### src/rtl/tim_evt_pkg.sv
package tim_evt_pkg;
  localparam int ADDR_W = 4;
  localparam int DATA_W = 16;
  localparam int NCH    = 2;
  localparam int FLAG_W = 9;

  localparam logic [ADDR_W-1:0] A_CTRL = 4'd0;
  localparam logic [ADDR_W-1:0] A_IEN  = 4'd1;
  localparam logic [ADDR_W-1:0] A_STAT = 4'd2;
  localparam logic [ADDR_W-1:0] A_EGR  = 4'd3;
  localparam logic [ADDR_W-1:0] A_CNT  = 4'd4;
  localparam logic [ADDR_W-1:0] A_ARR  = 4'd5;
  localparam logic [ADDR_W-1:0] A_REP  = 4'd6;
  localparam int A_CCR_BASE = 7;

  // flag / event bit positions
  localparam int F_UPD  = 0;
  localparam int F_CC   = 1;
  localparam int F_COM  = 5;
  localparam int F_TRG  = 6;
  localparam int F_BRK  = 7;
  localparam int F_BRK2 = 8;

  typedef struct packed {
    logic           trg_en;
    logic [NCH-1:0] cap_fall;
    logic [NCH-1:0] cap_mode;
    logic           moe;
    logic           urs;
    logic           udis;
    logic           dn;
    logic           en;
  } ctrl_t;

  localparam int CTRL_W = $bits(ctrl_t);
endpackage

### src/rtl/tim_cnt_core.sv
module tim_cnt_core #(
  parameter int CNT_W = 16,
  parameter int REP_W = 8
) (
  input  logic             clk_i,
  input  logic             rst_ni,
  input  logic             en_i,
  input  logic             dn_i,
  input  logic [CNT_W-1:0] arr_i,
  input  logic [REP_W-1:0] rep_ld_i,
  input  logic             reinit_i,
  input  logic             wr_i,
  input  logic [CNT_W-1:0] wdata_i,
  output logic [CNT_W-1:0] cnt_o,
  output logic             wrap_o,
  output logic             uev_o
);
  logic [CNT_W-1:0] cnt_q;
  logic [REP_W-1:0] rep_q;
  logic             at_end;

  assign at_end = dn_i ? (cnt_q == '0) : (cnt_q == arr_i);
  // reinit and software write pre-empt the step
  assign wrap_o = en_i & at_end & ~reinit_i & ~wr_i;
  assign uev_o  = wrap_o & (rep_q == '0);
  assign cnt_o  = cnt_q;

  always_ff @(posedge clk_i or negedge rst_ni) begin
    if (!rst_ni) begin
      cnt_q <= '0;
    end else if (reinit_i) begin
      cnt_q <= dn_i ? arr_i : '0;
    end else if (wr_i) begin
      cnt_q <= wdata_i;
    end else if (en_i) begin
      if (at_end)    cnt_q <= dn_i ? arr_i : '0;
      else if (dn_i) cnt_q <= cnt_q - CNT_W'(1);
      else           cnt_q <= cnt_q + CNT_W'(1);
    end
  end

  always_ff @(posedge clk_i or negedge rst_ni) begin
    if (!rst_ni) begin
      rep_q <= '0;
    end else if (reinit_i) begin
      rep_q <= rep_ld_i;
    end else if (wrap_o) begin
      rep_q <= (rep_q == '0) ? rep_ld_i : rep_q - REP_W'(1);
    end
  end
endmodule

### src/rtl/tim_cc_chan.sv
module tim_cc_chan #(
  parameter int CNT_W = 16
) (
  input  logic             clk_i,
  input  logic             rst_ni,
  input  logic [CNT_W-1:0] cnt_i,
  input  logic [CNT_W-1:0] arr_i,
  input  logic             cnt_en_i,
  input  logic             wrap_i,
  input  logic             cap_mode_i,
  input  logic             cap_fall_i,
  input  logic             cap_i,
  input  logic             gen_i,
  input  logic             wr_i,
  input  logic [CNT_W-1:0] wdata_i,
  output logic [CNT_W-1:0] ccr_o,
  output logic             set_o
);
  logic [CNT_W-1:0] ccr_q;
  logic             cap_q;
  logic             pol_edge;
  logic             capture;
  logic             hit;

  assign pol_edge = cap_fall_i ? (cap_q & ~cap_i) : (~cap_q & cap_i);
  assign capture  = cap_mode_i & (pol_edge | gen_i);
  // compare above reload: flag on wrap instead of match
  assign hit      = ~cap_mode_i & cnt_en_i &
                    ((ccr_q > arr_i) ? wrap_i : (cnt_i == ccr_q));
  assign set_o    = capture | hit | (gen_i & ~cap_mode_i);
  assign ccr_o    = ccr_q;

  always_ff @(posedge clk_i or negedge rst_ni) begin
    if (!rst_ni) begin
      cap_q <= 1'b0;
      ccr_q <= '0;
    end else begin
      cap_q <= cap_i;
      if (capture)                 ccr_q <= cnt_i;
      else if (wr_i & ~cap_mode_i) ccr_q <= wdata_i;
    end
  end
endmodule

### src/rtl/tim_flag_bank.sv
module tim_flag_bank #(
  parameter int FLAG_W = 9
) (
  input  logic              clk_i,
  input  logic              rst_ni,
  input  logic [FLAG_W-1:0] set_i,
  input  logic              sw_wr_i,
  input  logic [FLAG_W-1:0] sw_data_i,
  input  logic [FLAG_W-1:0] rd_clr_i,
  input  logic [FLAG_W-1:0] ien_i,
  output logic [FLAG_W-1:0] flags_o,
  output logic              irq_o
);
  logic [FLAG_W-1:0] flag_q;
  logic [FLAG_W-1:0] clr;

  assign clr     = (sw_wr_i ? ~sw_data_i : '0) | rd_clr_i;
  assign flags_o = flag_q;
  assign irq_o   = |(flag_q & ien_i);

  always_ff @(posedge clk_i or negedge rst_ni) begin
    if (!rst_ni) flag_q <= '0;
    else         flag_q <= (flag_q & ~clr) | set_i;  // set wins
  end
endmodule

### src/rtl/tim_evt_unit.sv
module tim_evt_unit
  import tim_evt_pkg::*;
#(
  parameter int CNT_W = 16,
  parameter int REP_W = 8
) (
  input  logic              clk_i,
  input  logic              rst_ni,
  input  logic [ADDR_W-1:0] addr_i,
  input  logic              wr_en_i,
  input  logic              rd_en_i,
  input  logic [DATA_W-1:0] wdata_i,
  output logic [DATA_W-1:0] rdata_o,
  input  logic              ext_trig_i,
  input  logic [NCH-1:0]    cap_i,
  output logic [FLAG_W-1:0] flags_o,
  output logic              irq_o,
  output logic              main_oe_o
);
  ctrl_t             ctrl_q;
  logic [FLAG_W-1:0] ien_q;
  logic [FLAG_W-1:0] egr_q;
  logic [CNT_W-1:0]  arr_q;
  logic [REP_W-1:0]  rep_q;
  logic              trig_q;
  logic              trig_edge;
  logic              reinit;
  logic              wrap;
  logic              uev_wrap;
  logic [CNT_W-1:0]  cnt;
  logic [CNT_W-1:0]  ccr [NCH];
  logic [NCH-1:0]    ch_set;
  logic [FLAG_W-1:0] flag_set;
  logic [FLAG_W-1:0] rd_clr;
  logic              brk_any;

  logic wr_ctrl, wr_ien, wr_stat, wr_egr, wr_cnt, wr_arr, wr_rep;
  assign wr_ctrl = wr_en_i & (addr_i == A_CTRL);
  assign wr_ien  = wr_en_i & (addr_i == A_IEN);
  assign wr_stat = wr_en_i & (addr_i == A_STAT);
  assign wr_egr  = wr_en_i & (addr_i == A_EGR);
  assign wr_cnt  = wr_en_i & (addr_i == A_CNT);
  assign wr_arr  = wr_en_i & (addr_i == A_ARR);
  assign wr_rep  = wr_en_i & (addr_i == A_REP);

  assign brk_any   = egr_q[F_BRK] | egr_q[F_BRK2];
  assign trig_edge = ctrl_q.trg_en & ext_trig_i & ~trig_q;
  assign reinit    = egr_q[F_UPD] | trig_edge;
  assign main_oe_o = ctrl_q.moe;

  always_ff @(posedge clk_i or negedge rst_ni) begin
    if (!rst_ni) begin
      ctrl_q <= '0;
      ien_q  <= '0;
      egr_q  <= '0;
      arr_q  <= '1;
      rep_q  <= '0;
      trig_q <= 1'b0;
    end else begin
      trig_q <= ext_trig_i;
      egr_q  <= wr_egr ? wdata_i[FLAG_W-1:0] : '0;  // one-clock pulse
      if (wr_ctrl) ctrl_q <= ctrl_t'(wdata_i[CTRL_W-1:0]);
      if (brk_any) ctrl_q.moe <= 1'b0;               // break wins
      if (wr_ien)  ien_q <= wdata_i[FLAG_W-1:0];
      if (wr_arr)  arr_q <= wdata_i[CNT_W-1:0];
      if (wr_rep)  rep_q <= wdata_i[REP_W-1:0];
    end
  end

  tim_cnt_core #(.CNT_W(CNT_W), .REP_W(REP_W)) u_cnt (
    .clk_i    (clk_i),
    .rst_ni   (rst_ni),
    .en_i     (ctrl_q.en),
    .dn_i     (ctrl_q.dn),
    .arr_i    (arr_q),
    .rep_ld_i (rep_q),
    .reinit_i (reinit),
    .wr_i     (wr_cnt),
    .wdata_i  (wdata_i[CNT_W-1:0]),
    .cnt_o    (cnt),
    .wrap_o   (wrap),
    .uev_o    (uev_wrap)
  );

  for (genvar k = 0; k < NCH; k++) begin : g_ch
    logic wr_ccr;
    assign wr_ccr = wr_en_i & (addr_i == ADDR_W'(A_CCR_BASE + k));
    assign rd_clr[F_CC+k] = rd_en_i & ctrl_q.cap_mode[k] &
                            (addr_i == ADDR_W'(A_CCR_BASE + k));
    tim_cc_chan #(.CNT_W(CNT_W)) u_ch (
      .clk_i      (clk_i),
      .rst_ni     (rst_ni),
      .cnt_i      (cnt),
      .arr_i      (arr_q),
      .cnt_en_i   (ctrl_q.en),
      .wrap_i     (wrap),
      .cap_mode_i (ctrl_q.cap_mode[k]),
      .cap_fall_i (ctrl_q.cap_fall[k]),
      .cap_i      (cap_i[k]),
      .gen_i      (egr_q[F_CC+k]),
      .wr_i       (wr_ccr),
      .wdata_i    (wdata_i[CNT_W-1:0]),
      .ccr_o      (ccr[k]),
      .set_o      (ch_set[k])
    );
    assign flag_set[F_CC+k] = ch_set[k];
  end

  // event-only channel flags beyond the implemented channels
  for (genvar k = NCH; k < 4; k++) begin : g_ch_evt
    assign flag_set[F_CC+k] = egr_q[F_CC+k];
    assign rd_clr[F_CC+k]   = 1'b0;
  end

  assign rd_clr[F_UPD]  = 1'b0;
  assign rd_clr[F_BRK2:F_COM] = '0;

  assign flag_set[F_UPD]  = ~ctrl_q.udis & (uev_wrap | (reinit & ~ctrl_q.urs));
  assign flag_set[F_COM]  = egr_q[F_COM];
  assign flag_set[F_TRG]  = egr_q[F_TRG] | trig_edge;
  assign flag_set[F_BRK]  = egr_q[F_BRK];
  assign flag_set[F_BRK2] = egr_q[F_BRK2];

  tim_flag_bank #(.FLAG_W(FLAG_W)) u_flags (
    .clk_i     (clk_i),
    .rst_ni    (rst_ni),
    .set_i     (flag_set),
    .sw_wr_i   (wr_stat),
    .sw_data_i (wdata_i[FLAG_W-1:0]),
    .rd_clr_i  (rd_clr),
    .ien_i     (ien_q),
    .flags_o   (flags_o),
    .irq_o     (irq_o)
  );

  always_comb begin
    rdata_o = '0;
    case (addr_i)
      A_CTRL:  rdata_o[CTRL_W-1:0] = ctrl_q;
      A_IEN:   rdata_o[FLAG_W-1:0] = ien_q;
      A_STAT:  rdata_o[FLAG_W-1:0] = flags_o;
      A_CNT:   rdata_o[CNT_W-1:0]  = cnt;
      A_ARR:   rdata_o[CNT_W-1:0]  = arr_q;
      A_REP:   rdata_o[REP_W-1:0]  = rep_q;
      default: begin
        for (int k = 0; k < NCH; k++)
          if (addr_i == ADDR_W'(A_CCR_BASE + k)) rdata_o[CNT_W-1:0] = ccr[k];
      end
    endcase
  end
endmodule

### config.mk
export PLATFORM = sky130hd
export DESIGN_NAME = tim_evt_unit
export DESIGN_NICKNAME = d
export VERILOG_FILES = /design/src/rtl/tim_evt_pkg.sv /design/src/rtl/tim_cnt_core.sv /design/src/rtl/tim_cc_chan.sv /design/src/rtl/tim_flag_bank.sv /design/src/rtl/tim_evt_unit.sv
export SDC_FILE = /design/constraint.sdc
export NUM_CORES = 1
export LEC_CHECK = 0
export BUFFER_PORTS_ARGS = -buffer_cell sky130_fd_sc_hd__buf_4
export CORE_MARGIN = 8
export CORE_UTILIZATION = 35
export DETAILED_ROUTE_END_ITERATION = 8
export PLACE_DENSITY = 0.5
export SETUP_SLACK_MARGIN = 0.2
export SLEW_MARGIN = 20
export SYNTH_ARGS = -nofsm -noshare
export SYNTH_HDL_FRONTEND = slang
export SYNTH_SLANG_ARGS = --single-unit
### constraint.sdc
create_clock -name clk_i -period 6.85 [get_ports clk_i]
set_input_delay 1.37 -clock clk_i [delete_from_list [all_inputs] [get_ports clk_i]]
set_output_delay 1.37 -clock clk_i [all_outputs]
set_load 0.005 [all_outputs]
# Word level (Yosys, flattened, before mapping)
# Cells that the tools add are included.
# word_totals
rom_bits,0
latch_bits,0
output_inout_bits,27
word_cells,137
mem_count,0
reg_bits,120
ramBits,0
in_bits,27
# classes
div,0
bitwise,62
n_mul,0
magnitude_cmp,2
shifts,0
addsub,3
reduce_logical,11
mux,28
n_eq_ne,11
# ops
operator,n
16-bit 2-to-1 mux,12
16-bit == test,3
8-bit one-hot mux with 6 select lines,1
1-bit bitwise AND,35
16-bit > comparator,2
8-bit 2-to-1 mux,3
9-bit bitwise AND,2
9-bit 2-to-1 mux,2
9-bit NOT,2
6-bit one-hot mux with 3 select lines,1
"16-bit by 1-bit adder with 16-bit output, second input constant",1
"4-bit by 3-bit == test with 1-bit output, second input constant",4
16-bit zero test,1
"16-bit by 1-bit subtractor with 16-bit output, second input constant",1
1-bit NOT,11
1-bit OR,10
9-bit by 3-bit OR with 9-bit output,1
9-bit OR,1
9-bit OR reduction,1
"4-bit by 2-bit == test with 1-bit output, second input constant",2
8-bit zero test,1
2-bit nonzero test,4
"8-bit by 1-bit subtractor with 8-bit output, second input constant",1
1-bit 2-to-1 mux,6
other kinds (9),9

# Depth between registers and ports, before layout
# Gate-level depths: netlist (run 1).
# logic_depth
word_depth,11
mapped_depth,9
depth_no_buf,8

# Cells and area by module
# Synthesis (run 1) repeated with hierarchy kept, for this count alone.
# hier_totals
cells_unflattened,979
hier_area_um2,8833.5
# modules_own_cells
module,area_each_um2,instances,cells_per_inst
tim_evt_unit,3056.7,1,279
tim_cc_chan,1357.6,2,161
tim_cnt_core,2621.3,1,337
tim_flag_bank,440.4,1,41

# Least setup slack after synthesis (run 1)
# No wires, ideal clock.
# synth_path
path_type,input -> output
start,input addr_i[0]
end,output rdata_o[12]
required_ps,5480
path_slack_ps,2842
arrival_time_ps,2638
path_stages,7
path_cell_list,buf_2 -> clkbuf_1 -> buf_2 -> mux2i_1 -> nor2_1 -> a21oi_1 -> o21ai_0
# synth_between
elab_chain_cells,4
elab_cells_between_ends,12
cone_classes,eq/ne: 7; mux: 3; reduce/logical: 2
# synth_rtl
item,line,rtl
start: declaration,tim_evt_unit.sv:9,"input logic [ADDR_W-1:0] addr_i,"
4-bit by 3-bit == test with 1-bit output,tim_evt_unit.sv:147,if (addr_i == ADDR_W'(A_CCR_BASE + k)) rdata_o[CNT_W-1:0] = ccr[k];
16-bit 2-to-1 mux (2 in a row),tim_evt_unit.sv:147,
6-bit one-hot mux with 3 select lines (*),tim_evt_unit.sv:138,case (addr_i)
end: declaration,tim_evt_unit.sv:13,"output logic [DATA_W-1:0] rdata_o,"
# Every way passes the cells marked *; elsewhere a longest branch is shown, timed or not.

# Final worst setup path (run 1)
# layout_path
start,input addr_i[0]
end,output rdata_o[9]
# layout_between
elab_chain_cells,4
elab_cells_between_ends,12
cone_classes,eq/ne: 7; mux: 3; reduce/logical: 2
# layout_rtl
item,line
4-bit by 3-bit == test with 1-bit output,tim_evt_unit.sv:147
16-bit 2-to-1 mux (2 in a row),tim_evt_unit.sv:147
1-bit one-hot mux with 4 select lines (*),tim_evt_unit.sv:138
# Marked as above.

==> results of run 1 <==
## cells by family (layout without fill, tap and decap cells)
logic type / after synthesis / count (layout) / synth area share [%]
DFF: 120 / 120 / 35.4
and+or+nand+nor: 302 / 302 / 17.8
muxes: 67 / 67 / 8.52
xor gates and xnor gates: 57 / 57 / 5.85
adders and majority gates: 48 / 48 / 7.12
buffers and inverters: 95 / 126 / 4.66
AOI/OAI and AO/OA: 266 / 266 / 20.6
## registers in the layout (all words and copies together), names as in the netlist
register,cells
g_ch.u_ch.ccr_o,32
u_cnt.cnt_o,16
trig_q,1
main_oe_o,1
ctrl_q,9
g_ch.u_ch.cap_q,2
u_cnt.rep_q,8
rep_q,8
arr_q,16
u_flags.flags_o,9
ien_q,9
egr_q,9
## routing by layer
layer / global-route usage (%) / share of wire (%) / up-vias
met5: 0 / 0 / -
met4: 6.75 / 1.9 / 0
met3: 3.93 / 6.2 / 40
met2: 34.5 / 47 / 288
met1: 29.5 / 45 / 3841
li1: - / - / 3573
## metrics by stage
step                      total power [mW]  std cells  area [µm²]
after global routing                  4.44       1310        9780
after CTS                             4.14       1309        9750
after global placement                3.17       1277        9130
final                                 4.16       1310        9780
after floorplan                       2.56        955        8540
after detailed placement              3.17       1277        9130
## worst paths after layout
check                                                     to  slack (ps)  cells after the start
setup / recovery                                  rdata_o[9]        2140                      6
hold / removal                         main_oe_o$_DFFE_PN0P_         430                      1
setup reg to reg                 u_cnt.cnt_o[10]$_DFFE_PN0P_        3880                      8
hold reg to reg                        main_oe_o$_DFFE_PN0P_         430                      1
max in group asynchronous  g_ch[1].u_ch.ccr_o[9]$_DFFE_PN0P_        4950                      2
min in group asynchronous         u_cnt.rep_q[2]$_DFFE_PN0P_         900                      1
## layout make-up
class	instances	area, µm²	share of cell area, %
Inverter	31	116	1.19
Clock inverter	12	164	1.68
Sequential cell	120	3020	30.9
Multi-Input combinational cell	740	5120	52.4
Tap cell	324	405	4.15
Timing Repair Buffer	63	485	4.97
Clock buffer	20	457	4.67
## cells in the final DEF (no fill, tap or decap), types with 31 or more instances in the layout
cell type / instances
ha_1: 47
dfrtp_1: 104
nor2_1: 75
inv_1: 31
a21oi_1: 55
mux2_2: 45
buf_4: 62
nand2_1: 88
o21ai_0: 57
xnor2_1: 41
## power by group through the flow
| stage | logic (mW) | registers, mW | clock network (mW) |
|---|---|---|---|
| 2_1_floorplan | 1.40 | 1.16 | 0 |
| 3_3_place_gp | 1.67 | 1.50 | 0 |
| 3_5_place_dp | 1.68 | 1.49 | 0 |
| 4_1_cts | 1.69 | 1.48 | 0.974 |
| 5_1_grt | 1.91 | 1.52 | 1.01 |
| 6_report | 1.70 | 1.49 | 0.965 |
==> flow_summary.toml, run 1 <==
[status]
status = "finished, final reports clean"

[logic_synthesis]
synth_nets = 1030
synth_most_common_cell = "dfrtp_1"
synth_edf_count = 0
synth_warnings = 0
yosysUniqueCellTypes = 67
async_flop_share_pct = 100
synth_area_mm2 = 0.00854
synth_seq_area_share_pct = 35.4
syn_area_per_cell_um2 = 8.94
synth.largest_area_cell = "dfrtp_1"
synth_top_area_share_pct = 30.5
ys_ff_latch = 120
synthTopCellsByCount = "dfrtp_1, nand2_1, nor2_1, o21ai_0, a21oi_1"
synth_flop_cell = "dfrtp_1"
synthTopCellsByArea = "dfrtp_1, ha_1, mux2_2"
syn_inst = 955

[sta]
setup_viol_count_final = 0
finalMaxSlewViolations = 0
period_needed_ps = 4710
skew_ps = 11.4
fmax_ghz = 0.212
holdWs_ps = 428
maxSlewHeadroom_pct = 23.0
worst_slack_ps = 2140
finalHoldViolations = 0
tns_ps = 0
grt_setup_unrepaired = "false"
period_share_pct = 68.8
tightest_slew_ps = 1150

[layout]
fill_cells = 2496
diodes = 0
drive_gt1_share_pct = 17.0
nets = 1048
fin_util_pct = 40.6
syn_to_final_growth_pct = 14.5

[worst_hold_path]
min_path_type = "reg -> reg"
hp-start = "egr_q[7]$_DFF_PN0_"

[power_and_ir_drop]
peakVddDrop_uv = 198
internal_power_mw = 2.35
switching_share_pct = 43.4
clockPowerShare_pct = 23.2
power_density_mw_per_mm2 = 425
p_sw_mw = 1.80
p_leak_nw = 4.14
p_seq_share_pct = 35.9
p_comb_share_pct = 40.9

[clock_network]
clkLatencyLatePin_ps = 430
ctsHtreeMaxLevel = 4
cts_hold_buf = 0
cts_tree = "done"
path_clk_slew_ps = 60
cts_resized = 0
root_buffer = "clkbuf_16"
cts_sinks = 120
cts_buffer_depth = 2
cts_setup_buffers = 0
cts_buffers = 17

[worst_setup_path]
cp.buffers_inverters = 2
critPathTopFamily = "simple AND/OR/NAND/NOR gates"
startpoint_type = "input pin"
endpoint_kind = "output port"
slowest_delay_ps = 670
crit_fanout = 31
cp_data_arrival_time_ps = 3340
crit_chain = "buf_4, and2_1, and2_0, a22oi_1, o21ai_0, buf_4"
reg2reg_from = "u_cnt.cnt_o[0]$_DFFE_PN0P_"
slowest_stage = "and2_1"
crit_required_ps = 5480
cp-startpoint = "addr_i[0]"
crit_top_cell = "buf_4"
path_class = "in -> out"

[grt]
grt_util_all_layers_pct = 21.7
overflow = 0
grt_max_degree = 75
grt_first_pass_wirelength_um = 48100
first_global_vias = 7684
antenna_found_initial = 0

[place]
post-dp-hpwl_um = 22800
dp_slack_ps = 2220
routabilityCongestion = 0.922
numPortBuffers = 53

[floorplanning]
die-width_um = 172
initial_core_util_pct = 35.4
die-area_mm2 = 0.0296
ios = 54
rows = 57
core_mm2 = 0.0241
fp.dieH_um = 172

[detailed_routing]
drt_iter0_drc = 810
route.detailed.drc = 0
wl_um = 31600
wire_per_inst_um = 24.1
vias_per_cell = 5.91
firstDrtPassIters = 7
vias = 7742
detail-route-antenna-nets = 0

[run]
maxCapViolCount = 0
No activity file was read; power rests on OpenSTA's default activity.
==> run 2, diff against run 1 <==
==> constraint.sdc (replaced) <==
create_clock -name clk_i -period 4.35 [get_ports clk_i]
set_input_delay 0.87 -clock clk_i [delete_from_list [all_inputs] [get_ports clk_i]]
set_output_delay 0.87 -clock clk_i [all_outputs]
set_load 0.005 [all_outputs]
==> run 2 against run 1 <==
  * Critical endpoint is now rdata_o[5]
  * First-iteration DRC count is 21% lower
  * Die area did not move
  * Cell area down 0.37%
  * Global-route usage is 0.36 points higher
  * Combinational power is 57% higher
  * Final cell count grew 0.38%
==> flow_summary.toml, run 2 (synthesis gave the netlist of run 1 again) <==
[sta]
grt_setup_unrepaired = "false"
skew_ps = 11.7
maxSlewHeadroom_pct = 29.0
holdWs_ps = 381
period_share_pct = 80.0
finalHoldViolations = 0
setup_viol_count_final = 0
fmax_ghz = 0.287
tns_ps = 0
period_needed_ps = 3480
tightest_slew_ps = 1060
finalMaxSlewViolations = 0

[detailed_routing]
vias_per_cell = 5.93
route.detailed.drc = 0
wl_um = 31800
wire_per_inst_um = 24.2
firstDrtPassIters = 5
detail-route-antenna-nets = 0
drt_iter0_drc = 638
vias = 7803

[grt]
grt_max_degree = 33
first_global_vias = 7766
overflow = 0
grt_first_pass_wirelength_um = 49000
antenna_found_initial = 0
grt_util_all_layers_pct = 22.1

[worst_setup_path]
critPathTopFamily = "simple AND/OR/NAND/NOR gates"
ff2ff_path_depth = 6
endpoint_kind = "output port"
r2r_end = "u_cnt.cnt_o[12]$_DFFE_PN0P_"
crit_top_cell = "buf_4"
reg2reg_from = "u_cnt.cnt_o[9]$_DFFE_PN0P_"
startpoint_type = "input pin"
cp_data_arrival_time_ps = 2610
crit_required_ps = 3480
crit_fanout = 31
path_class = "in -> out"
rrSetupSlack_ps = 1270
crit_chain = "buf_4, nor2b_1, nand2b_1, o22ai_1, a21oi_1, o21ai_0, buf_4"
slowest_stage = "nor2b_1"
cp.buffers_inverters = 2
slowest_delay_ps = 460

[layout]
largest_reg_flops = 32
fin_util_pct = 40.4
multi_input_area_mm2 = 0.00512
final_cell_mix = "dfrtp_1, nand2_1, nor2_1"
finalNonFillerCells = 1315
syn_to_final_growth_pct = 14.1
fill_cells = 2501
diodes = 0
layout_commonest_cell = "dfrtp_1"
ff_latch_area_mm2 = 0.00302
drive_gt1_share_pct = 17.5
nets = 1053

[clock_network]
cts_resized = 0
path_clk_slew_ps = 70
clkLatencyLatePin_ps = 430
cts_buffers = 17
cts_setup_buffers = 0
ctsHtreeMaxLevel = 4
root_buffer = "clkbuf_16"
cts_tree = "done"
cts_buffer_depth = 2
cts_sinks = 120
cts_hold_buf = 0

[place]
post-dp-hpwl_um = 23000
numPortBuffers = 53
dp_cells = 1283
routabilityCongestion = 0.899

[floorplanning]
core_mm2 = 0.0241
rows = 57
die-area_mm2 = 0.0296
ios = 54
initial_core_util_pct = 35.4
fp.dieH_um = 172
die-width_um = 172

[status]
status = "finished, final reports clean"

[worst_hold_path]
min_path_type = "in -> async"

[power_and_ir_drop]
peakVddDrop_uv = 345
power_density_mw_per_mm2 = 662
p_leak_nw = 4.14

[run]
maxCapViolCount = 0
==> run 2: report_power, final <==
part           internal [mW]  switching (mW)
Sequential              1.51           0.866
Clock                  0.800           0.597
Combinational           1.26            1.41
Total                   3.57            2.87
==> run 2: worst max-delay path by stage <==
stage,from,to,slack (ps),cells past startpoint
2_1_floorplan,addr_i[0],rdata_o[12],1340,7
3_3_place_gp,addr_i[3],rdata_o[0],1000,7
3_5_place_dp,addr_i[3],rdata_o[0],940,7
4_1_cts,addr_i[3],rdata_o[0],940,7
5_1_grt,addr_i[0],rdata_o[5],770,7
6_report,addr_i[0],rdata_o[5],870,7
==> run 2: metrics by stage <==
step | power, mW | setup WS [ps] | area [µm²]
floorplan | 4.03 | 1340 | 8540
global placement | 4.99 | 999 | 9170
detailed placement | 5.00 | 939 | 9170
CTS | 6.42 | 942 | 9740
global route | 6.89 | 768 | 9740
finish | 6.45 | 869 | 9740
==> run 2: area by class of cell <==
type                    count  share of cell area (%)
clock buffers              18                    4.41
clock inverters            14                    1.43
inverters                  31                    1.19
multi-input cells         740                    52.5
flip-flops and latches    120                    31.0
well taps                 324                    4.16
repair buffers             68                    5.24
==> run 2: metal layers <==
| layer | share of wire [%] | vias to the layer above | track usage, % |
|---|---|---|---|
| li1 | - | 3586 | - |
| met1 | 45 | 3835 | 29.6 |
| met2 | 46 | 337 | 35.1 |
| met3 | 6.4 | 45 | 4.34 |
| met4 | 2.2 | 0 | 7.31 |
| met5 | 0 | - | 0 |
==> run 3, diff against run 2 <==
==> constraint.sdc (replaced) <==
create_clock -name clk_i -period 3.47 [get_ports clk_i]
set_input_delay 0.694 -clock clk_i [delete_from_list [all_inputs] [get_ports clk_i]]
set_output_delay 0.694 -clock clk_i [all_outputs]
set_load 0.005 [all_outputs]
==> run 3 against run 2 <==
  * Non-clock buffer count rose by 16
  * Critical path depth fell by 1
  * Routed wire length rose by 0.19%
  * Utilization rose by 0.88 points
  * First-iteration DRC count rose by 6.3%
  * Clock power rose by 38%
  * Register-to-register slack got worse by 840 ps
==> flow_summary.toml, run 3 (synthesis gave the netlist of run 1 again) <==
[sta]
finalMaxSlewViolations = 0
tightest_slew_ps = 1090
skew_ps = 13.4
fmax_ghz = 0.329
maxSlewHeadroom_pct = 26.8
holdWs_ps = 275
setup_viol_count_final = 0
grt_setup_unrepaired = "false"
finalHoldViolations = 0
tns_ps = 0
worst_slack_ps = 435
period_needed_ps = 3040
period_share_pct = 87.5

[clock_network]
cts_hold_buf = 0
cts_buffers = 17
root_buffer = "clkbuf_16"
cts_sinks = 120
cts_setup_buffers = 0
cts_resized = 0
path_clk_slew_ps = 60
clkLatencyLatePin_ps = 430
cts_tree = "done"
ctsHtreeMaxLevel = 4
cts_buffer_depth = 2

[worst_setup_path]
path_class = "reg -> reg"
endpoint_kind = "flop"
reg2reg_from = "u_cnt.cnt_o[9]$_DFFE_PN0P_"
slowest_delay_ps = 910
rrSetupSlack_ps = 430
slowest_stage = "nor4_2"
crit_fanout = 11
startpoint_type = "flop"
worstSetupEndpoint = "u_cnt.cnt_o[12]$_DFFE_PN0P_"
crit_required_ps = 3800
critPathTopFamily = "simple AND/OR/NAND/NOR gates"
r2r_end = "u_cnt.cnt_o[12]$_DFFE_PN0P_"
cp_num_cells = 6
crit_chain = "nor4_1, nand4_1, nor4_2, a221oi_1, a21boi_0, a211oi_1"
cp-startpoint = "u_cnt.cnt_o[9]$_DFFE_PN0P_"
ff2ff_path_depth = 6
cp_data_arrival_time_ps = 3360
cp.buffers_inverters = 0

[layout]
fill_cells = 2462
largest_reg_flops = 32
diodes = 0
drive_gt1_share_pct = 18.8
multi_input_area_mm2 = 0.00512
syn_to_final_growth_pct = 16.6
finalNonFillerCells = 1331
layout_commonest_cell = "dfrtp_1"
nets = 1069
final_cell_mix = "dfrtp_1, nand2_1, buf_4"
ff_latch_area_mm2 = 0.00302

[detailed_routing]
vias = 7848
route.detailed.drc = 0
detail-route-antenna-nets = 0
firstDrtPassIters = 5
wire_per_inst_um = 23.9
drt_iter0_drc = 678
wl_um = 31800
vias_per_cell = 5.90

[grt]
grt_util_all_layers_pct = 21.7
antenna_found_initial = 0
grt_max_degree = 54
first_global_vias = 7620
grt_first_pass_wirelength_um = 48000
overflow = 0

[worst_hold_path]
min_path_type = "in -> async"

[floorplanning]
rows = 57
initial_core_util_pct = 35.4
core_mm2 = 0.0241
fp.dieH_um = 172
die-area_mm2 = 0.0296
die-width_um = 172
ios = 54

[power_and_ir_drop]
p_leak_nw = 4.25
peakVddDrop_uv = 331
totalPowerFinal_mw = 8.35
power_density_mw_per_mm2 = 840

[place]
dp_slack_ps = 430
routabilityCongestion = 0.899
dp_cells = 1299
numPortBuffers = 53
post-dp-hpwl_um = 23300

[status]
status = "finished, final reports clean"

[run]
maxCapViolCount = 0
==> run 3: cell types whose count changed in the layout (fill, tap and decap cells not counted) <==
cell       delta
inv_8         -1
clkbuf_8      +1
bufinv_16     +3
buf_12        +2
buf_4        +14
inv_6         -3
==> run 3: worst reg2reg max path: cells and delay by family, from the launching register on <==
family | cells | cell delay (ps)
flops | 1 | 610
simple gates | 3 | 1670
compound gates | 3 | 660
==> run 3: layout make-up <==
cell class	count	share of cell area, %
Clock inverter	13	1.92
Inverter	31	1.17
Clock buffer	19	4.45
Sequential cell	120	30.4
Multi-Input combinational cell	740	51.4
Timing Repair Buffer	84	6.59
Tap cell	324	4.07
==> run 3: how the worst min path moves through the flow <==
stage / to / startpoint / depth (start not counted)
2_1_floorplan: ctrl_q[0]$_DFFE_PN0P_ / rst_ni / 0
3_3_place_gp: u_flags.flags_o[5]$_DFF_PN0_ / egr_q[5]$_DFF_PN0_ / 1
3_5_place_dp: main_oe_o$_DFFE_PN0P_ / egr_q[7]$_DFF_PN0_ / 1
4_1_cts: u_cnt.rep_q[1]$_DFFE_PN0P_ / rst_ni / 1
5_1_grt: u_cnt.rep_q[1]$_DFFE_PN0P_ / rst_ni / 1
6_report: u_cnt.rep_q[1]$_DFFE_PN0P_ / rst_ni / 1
==> run 3: per-stage QoR <==
step                util, %  instance area (µm²)
global placement       38.6                 9320
finish                 41.3                 9950
global route           41.3                 9950
floorplan                 -                 8540
CTS                    41.3                 9950
detailed placement     38.6                 9320
==> run 3: layer usage <==
layer,GRT usage (%),share of wire (%),vias up
met1,29.9,46,3845
met4,8.28,3.1,0
met3,3.74,6.5,66
met2,33.5,45,324
met5,0,0,-
li1,-,-,3613
==> run 3: where the power goes <==
part	internal [mW]	leakage, nW	switching [mW]
registers	1.90	1.42	0.907
clock network	1.23	0.301	0.706
logic	1.65	2.53	1.97
total	4.77	4.25	3.58
